`src/rtl/pci_irq_pkg.sv`:
```
package pci_irq_pkg;

    localparam int NUM_LINES = 4;
    localparam int NUM_EVT   = 6;
    localparam int NUM_IRQ   = 5;

    // event / flag indices
    localparam int EV_PAR     = 0;
    localparam int EV_TABT    = 1;
    localparam int EV_MABT    = 2;
    localparam int EV_DMAERR  = 3;
    localparam int EV_DMADONE = 4;
    localparam int EV_SYSERR  = 5;

    // control word bit positions
    localparam int CB_BUS_RST  = 31;
    localparam int CB_SIG_EN   = 27;
    localparam int CB_ERR_IE   = 25;
    localparam int CB_ERR_RESP = 24;

    // status word field positions
    localparam int SB_MODE_LO = 24;
    localparam int SB_FLAG_LO = 12;
    localparam int SB_PIN_LO  = 8;

    typedef enum logic [1:0] {
        MODE_ALL_SHARED = 2'd0,
        MODE_SHARED_DMA = 2'd1,
        MODE_PER_LINE   = 2'd2,
        MODE_LINE_DMA   = 2'd3
    } irq_mode_e;

    typedef struct packed {
        logic                 bus_rst;
        logic                 sig_en;
        logic                 err_ie;
        logic                 err_resp;
        logic [NUM_LINES-1:0] line_en;
    } ctrl_t;

    typedef struct packed {
        ctrl_t              ctrl;
        logic [NUM_IRQ-1:0] irq;
    } agg_state_t;

endpackage

```
`src/rtl/pci_irq_sync.sv`:
```
module pci_irq_sync #(
    parameter int                WIDTH   = 4,
    parameter int                STAGES  = 2,
    parameter logic [WIDTH-1:0]  RST_VAL = '1
) (
    input  logic             clk,
    input  logic             rst_n,
    input  logic [WIDTH-1:0] din,
    output logic [WIDTH-1:0] dout
);

    logic [STAGES-1:0][WIDTH-1:0] chain_d, chain_q;

    generate
        for (genvar s = 0; s < STAGES; s++) begin : g_stage
            if (s == 0) begin : g_first
                always_comb chain_d[s] = din;
            end else begin : g_next
                always_comb chain_d[s] = chain_q[s-1];
            end
        end
    endgenerate

    always_ff @(posedge clk or negedge rst_n) begin
        if (!rst_n) begin
            chain_q <= {STAGES{RST_VAL}};
        end else begin
            chain_q <= chain_d;
        end
    end

    assign dout = chain_q[STAGES-1];

endmodule

```
`src/rtl/pci_irq_flags.sv`:
```
module pci_irq_flags #(
    parameter int N = 6
) (
    input  logic         clk,
    input  logic         rst_n,
    input  logic [N-1:0] set_i,
    input  logic [N-1:0] clr_i,
    output logic [N-1:0] flags_q
);

    logic [N-1:0] flags_d;

    // a set in the same cycle as a clear wins
    always_comb begin
        flags_d = (flags_q & ~clr_i) | set_i;
    end

    always_ff @(posedge clk or negedge rst_n) begin
        if (!rst_n) begin
            flags_q <= '0;
        end else begin
            flags_q <= flags_d;
        end
    end

endmodule

```
`src/rtl/pci_irq_route.sv`:
```
module pci_irq_route
    import pci_irq_pkg::*;
(
    input  irq_mode_e            mode,
    input  logic [NUM_LINES-1:0] line_pend,
    input  logic                 err_pend,
    input  logic                 dma_pend,
    output logic [NUM_IRQ-1:0]   irq_d
);

    always_comb begin
        irq_d = '0;
        unique case (mode)
            MODE_ALL_SHARED: begin
                irq_d[0] = (|line_pend) | err_pend | dma_pend;
            end
            MODE_SHARED_DMA: begin
                irq_d[0] = (|line_pend) | err_pend;
                irq_d[NUM_IRQ-1] = dma_pend;
            end
            MODE_PER_LINE: begin
                irq_d[NUM_LINES-1:0] = line_pend;
                irq_d[0] = line_pend[0] | err_pend | dma_pend;
            end
            MODE_LINE_DMA: begin
                irq_d[NUM_LINES-1:0] = line_pend;
                irq_d[0] = line_pend[0] | err_pend;
                irq_d[NUM_IRQ-1] = dma_pend;
            end
            default: irq_d = '0;
        endcase
    end

endmodule

```
`src/rtl/pci_irq_agg.sv`:
```
module pci_irq_agg
    import pci_irq_pkg::*;
#(
    parameter int ADDR_W      = 4,
    parameter int SYNC_STAGES = 2
) (
    input  logic                 pclk,
    input  logic                 presetn,
    input  logic                 psel,
    input  logic                 penable,
    input  logic                 pwrite,
    input  logic [ADDR_W-1:0]    paddr,
    input  logic [31:0]          pwdata,
    output logic [31:0]          prdata,
    input  logic [NUM_LINES-1:0] pci_int_n,
    input  logic [NUM_EVT-1:0]   evt_pulse,
    input  logic [1:0]           irq_mode,
    output logic [NUM_IRQ-1:0]   irq_out,
    output logic                 pci_rst_req,
    output logic                 err_resp_en
);

    localparam int                WSEL_W   = ADDR_W - 2;
    localparam logic [WSEL_W-1:0] OFS_CTRL = WSEL_W'(0);
    localparam logic [WSEL_W-1:0] OFS_STAT = WSEL_W'(1);

    agg_state_t           st_d, st_q;
    ctrl_t                ctrl_q;
    logic [NUM_LINES-1:0] pins_s;
    logic [NUM_EVT-1:0]   flags_q;
    logic [NUM_EVT-1:0]   flag_clr;
    logic [NUM_LINES-1:0] line_pend;
    logic                 err_pend;
    logic                 dma_pend;
    logic [NUM_IRQ-1:0]   route_irq;
    logic [WSEL_W-1:0]    wsel;
    logic                 wr_en;

    assign wsel   = paddr[ADDR_W-1:2];
    assign wr_en  = psel & penable & pwrite;
    assign ctrl_q = st_q.ctrl;

    pci_irq_sync #(
        .WIDTH  (NUM_LINES),
        .STAGES (SYNC_STAGES),
        .RST_VAL({NUM_LINES{1'b1}})
    ) u_sync (
        .clk  (pclk),
        .rst_n(presetn),
        .din  (pci_int_n),
        .dout (pins_s)
    );

    assign flag_clr = (wr_en && wsel == OFS_STAT)
                    ? pwdata[SB_FLAG_LO +: NUM_EVT] : '0;

    pci_irq_flags #(.N(NUM_EVT)) u_flags (
        .clk    (pclk),
        .rst_n  (presetn),
        .set_i  (evt_pulse),
        .clr_i  (flag_clr),
        .flags_q(flags_q)
    );

    // request terms from the current registered state
    always_comb begin
        line_pend = ~pins_s & ctrl_q.line_en;
        err_pend  = ctrl_q.err_ie & (flags_q[EV_PAR] | flags_q[EV_TABT] |
                                     flags_q[EV_MABT] |
                                     (ctrl_q.sig_en & flags_q[EV_SYSERR]));
        dma_pend  = flags_q[EV_DMAERR] | flags_q[EV_DMADONE];
    end

    pci_irq_route u_route (
        .mode     (irq_mode_e'(irq_mode)),
        .line_pend(line_pend),
        .err_pend (err_pend),
        .dma_pend (dma_pend),
        .irq_d    (route_irq)
    );

    always_comb begin
        st_d     = st_q;
        st_d.irq = route_irq;
        if (wr_en && wsel == OFS_CTRL) begin
            st_d.ctrl.bus_rst  = pwdata[CB_BUS_RST];
            st_d.ctrl.sig_en   = pwdata[CB_SIG_EN];
            st_d.ctrl.err_ie   = pwdata[CB_ERR_IE];
            st_d.ctrl.err_resp = pwdata[CB_ERR_RESP];
            st_d.ctrl.line_en  = pwdata[NUM_LINES-1:0];
        end
    end

    always_ff @(posedge pclk or negedge presetn) begin
        if (!presetn) begin
            st_q <= '0;
        end else begin
            st_q <= st_d;
        end
    end

    always_comb begin
        prdata = '0;
        if (wsel == OFS_CTRL) begin
            prdata[CB_BUS_RST]      = ctrl_q.bus_rst;
            prdata[CB_SIG_EN]       = ctrl_q.sig_en;
            prdata[CB_ERR_IE]       = ctrl_q.err_ie;
            prdata[CB_ERR_RESP]     = ctrl_q.err_resp;
            prdata[NUM_LINES-1:0]   = ctrl_q.line_en;
        end else if (wsel == OFS_STAT) begin
            prdata[SB_MODE_LO +: 2]       = irq_mode;
            prdata[SB_FLAG_LO +: NUM_EVT] = flags_q;
            prdata[SB_PIN_LO +: NUM_LINES] = pins_s;
        end
    end

    assign irq_out     = st_q.irq;
    assign pci_rst_req = ctrl_q.bus_rst;
    assign err_resp_en = ctrl_q.err_resp;

endmodule

```
`config.mk`:
```
export PLATFORM = sky130hd
export DESIGN_NAME = pci_irq_agg
export DESIGN_NICKNAME = d
export VERILOG_FILES = /design/src/rtl/pci_irq_pkg.sv /design/src/rtl/pci_irq_sync.sv /design/src/rtl/pci_irq_flags.sv /design/src/rtl/pci_irq_route.sv /design/src/rtl/pci_irq_agg.sv
export SDC_FILE = /design/constraint.sdc
export NUM_CORES = 1
export LEC_CHECK = 0
export BUFFER_PORTS_ARGS = -buffer_cell sky130_fd_sc_hd__buf_2
export CAP_MARGIN = 20
export CORE_MARGIN = 1
export CORE_UTILIZATION = 35
export DETAILED_ROUTE_END_ITERATION = 7
export GPL_TIMING_DRIVEN = 0
export MAX_ROUTING_LAYER = met4
export PLACE_DENSITY = 0.7
export REMOVE_ABC_BUFFERS = 1
export SLEW_MARGIN = 0
export SYNTH_ARGS = -nofsm -noshare
export SYNTH_HDL_FRONTEND = slang
export SYNTH_HIERARCHICAL = 1
export SYNTH_SLANG_ARGS = --single-unit
export TNS_END_PERCENT = 1
```
`constraint.sdc`:
```
create_clock -name pclk -period 2 [get_ports pclk]
set_input_delay 0.1 -clock pclk [delete_from_list [all_inputs] [get_ports pclk]]
set_output_delay 0.1 -clock pclk [all_outputs]
set_load 0.05 [all_outputs]
```
==> results_dict.tcl <==
set metrics [dict create \
    status "finished, final reports clean" \
    synth_area_um2 1310 \
    die_area_um2 3980 \
    cp-end-kind "primary output" \
    cts_max_path_buffers 2 \
    crit_path_start_kind "primary input" \
    overflow 0 \
    dp_cells 209 \
    synthArstFlopShare 1.00 \
    worst_ep_arrival_time_ns 1.26 \
    pwr-share-seq 0.468 \
    initial_core_util 0.379 \
    worst_r2r_endpoint "irq_out[0]$_DFF_PN0_" \
    clkPwrFrac 0.224 \
    wl_per_cell_um 11.4 \
    synth_common_cells "19 x and2_1, 19 x dfrtp_1, 14 x buf_4" \
    ioPinCount 92 \
    hold_depth 2 \
    grt_max_degree 28 \
    intPower_mw 0.890 \
    skew_ns 0.00278 \
    ys_ff_latch 27 \
    cp_slowest_stage_delay_ns 0.54 \
    drv_slew 0 \
    combPwrFrac 0.308 \
    htree_num_levels 1 \
    clkTransAtPathRegs_ns 0.09 \
    routabilityCongestion 0.732 \
    tightest_slew_ns 0.639 \
    syn_to_final_growth_pct 28.5 \
    cp_common_cell "buf_2" \
    vias 913 \
    fin_crit_sh 0.678 \
    core_region_area_um2 3440 \
    fin_cells 219 \
    viasPerCell 4.17 \
    multi_input_area_um2 513 \
    setup_viol 0 \
    die_w_um 63.1 \
    yosysTopAreaCellShare 0.364 \
    ant_nets 0 \
    ys_types 21 \
    drv_cap 0 \
    r2r_slack_ns 0.68 \
    power.switching_mw 0.480 \
    post_cts_resized 0 \
    grt_pass1_vias 909 \
    fmax_ghz 0.737 \
    nets 227 \
    p_sw_frac 0.350 \
    synthTopCellsByArea "dfrtp_1 36%, dfstp_2 16%, mux2_4 9.2%" \
    drt-pass1-iter-count 4 \
    crit_required_ns 1.90 \
    ir_drop_uv 307 \
    ys_warn_count 6 \
    cp_max_fo 11 \
    crit_type "in -> out" \
    drt_iter0_drc 47 \
    cts_sinks 27 \
    place.port_buffers 57 \
    p_leak_nw 0.841 \
    cts_tree "built" \
    cts-root-buf "clkbuf_8" \
    fin_crit_ns 1.36 \
    antenna_found_initial 0 \
    hold_path_end "u_flags/flags_q[2]$_DFF_PN0_" \
    final_layout_size_suffix_gt1_frac 0.503 \
    nFillCells 342 \
    clk_latency_ns 0.27 \
    crit_chain "buf_2, nor2b_1, and2_1, buf_2" \
    synthCells 109 \
    crit_path_start "paddr[2]" \
    cts_post_setup_buffers_inserted 0 \
    ys.flop_type "dfrtp_1" \
    synth.largest_area_cell "dfrtp_1" \
    cts_buffers 3 \
    wirelength_um 2500 \
    synth_edf_count 0 \
    max-slew-margin-rel 0.573 \
    synth_area_per_cell_um2 12.0 \
    cp_slowest_cell "nor2b_1" \
    worstHoldStart "evt_pulse[2]" \
    track_usage 0.138 \
    powerDensity_nw_per_um2 817 \
    dp_hpwl_um 1870 \
    hold_path.class "in -> reg" \
    yosysSeqAreaShare 0.525 \
    r2r_cells 4 \
    timing.final.hold_violations 0 \
    rsz0062_at_grt "no" \
    antenna_cells 0 \
    std_cell_rows 21 \
    dieHeight_um 63.1 \
    setup_tns_ns 0 \
    r2r-start "ctrl_q[6]$_DFFE_PN0P_" \
    grt_pass1_wl_um 4080 \
    drcViolationCount 0 \
    regArea_um2 686 \
]
## logic make-up (layout without fill, tap and decap cells)
logic type / after synthesis / after routing / share of synthesized area
simple gates: 40 / 40 / 0.198
flops: 27 / 27 / 0.525
buf+inv: 23 / 74 / 0.119
mux: 10 / 10 / 0.107
compound gates: 8 / 8 / 0.0479
other cells: 1 / 14 / 0.00287
## cell usage in the layout (no fill, tap or decap), drive strengths merged
cell         Yosys  final
dlygate4sd3      0      6
clkbuf           1      3
nor2             4      4
o221ai           1      1
nor3             1      1
mux2i            2      2
and4             2      2
nor2b            6      6
a2111oi          1      1
conb             1     14
inv              7      7
or2              1      1
buf             15     57
dfstp            8      8
mux2             8      8
and2            26     26
dfrtp           19     19
a21o             6      6
clkinvlp         0      1
## per-layer routing
layer  vias up  GRT usage  wire (um)
met5         -          -          0
met4         0     0.0640          0
met3         0     0.0181        135
met2        40      0.233       1340
met1       427      0.164       1030
li1        446          -          -
## worst max-delay path: cells and delay by family
kind,cells,cell delay (ns)
buffers and inverters,2,0.39
AND/OR/NAND/NOR,2,0.76
## power groups by stage
stage               Clock, mW  Sequential [mW]  Combinational (mW)
floorplan                   0            0.708               0.251
global placement            0            0.649               0.411
detailed placement          0            0.651               0.416
CTS                     0.322            0.642               0.426
global route            0.340            0.649               0.446
finish                  0.307            0.641               0.422
## repair_timing
action | 4_1_cts | 5_1_grt
endpoints found under the hold margin | 24 | 0
hold buffers | 6 | 0
setup endpoints to repair | 0 | 0
## cell type report
type / count / share of cell area
Tap cell: 46 / 0.0343
Sequential cell: 27 / 0.409
Clock inverter: 1 / 0.00448
Inverter: 7 / 0.0157
Multi-Input combinational cell: 72 / 0.306
Timing Repair Buffer: 63 / 0.206
Clock buffer: 3 / 0.0246
## through the flow
| step | hold WS (ns) | worst slack, ns | instance area, um2 | total power [mW] | utilization |
|---|---|---|---|---|---|
| 5_1_grt | 0.0125 | 0.544 | 1680 | 1.43 | 0.487 |
| 4_1_cts | 0.00800 | 0.596 | 1680 | 1.39 | 0.487 |
| 3_5_place_dp | 0.144 | 0.344 | 1570 | 1.07 | 0.455 |
| 2_1_floorplan | -0.196 | 0.485 | 1220 | 0.959 | - |
| 6_report | 0.0105 | 0.644 | 1680 | 1.37 | 0.487 |
| 3_3_place_gp | 0.127 | 0.406 | 1570 | 1.06 | 0.455 |
## worst max path at each step
stage	cells after the start	end
detailed placement	6	u_flags/flags_q[0]$_DFF_PN0_
global placement	6	u_flags/flags_q[1]$_DFF_PN0_
floorplan	2	prdata[24]
CTS	4	prdata[11]
global route	6	u_flags/flags_q[5]$_DFF_PN0_
finish	4	prdata[8]
## sequential cells by signal, summed over array words and instances, names as in the netlist
| register | cells |
|---|---|
| pci_rst_req | 1 |
| err_resp_en | 1 |
| u_sync/dout | 4 |
| irq_out | 5 |
| u_sync/chain_d | 4 |
| ctrl_q | 6 |
| u_flags/flags_q | 6 |
No activity file was read; power rests on OpenSTA's default activity.
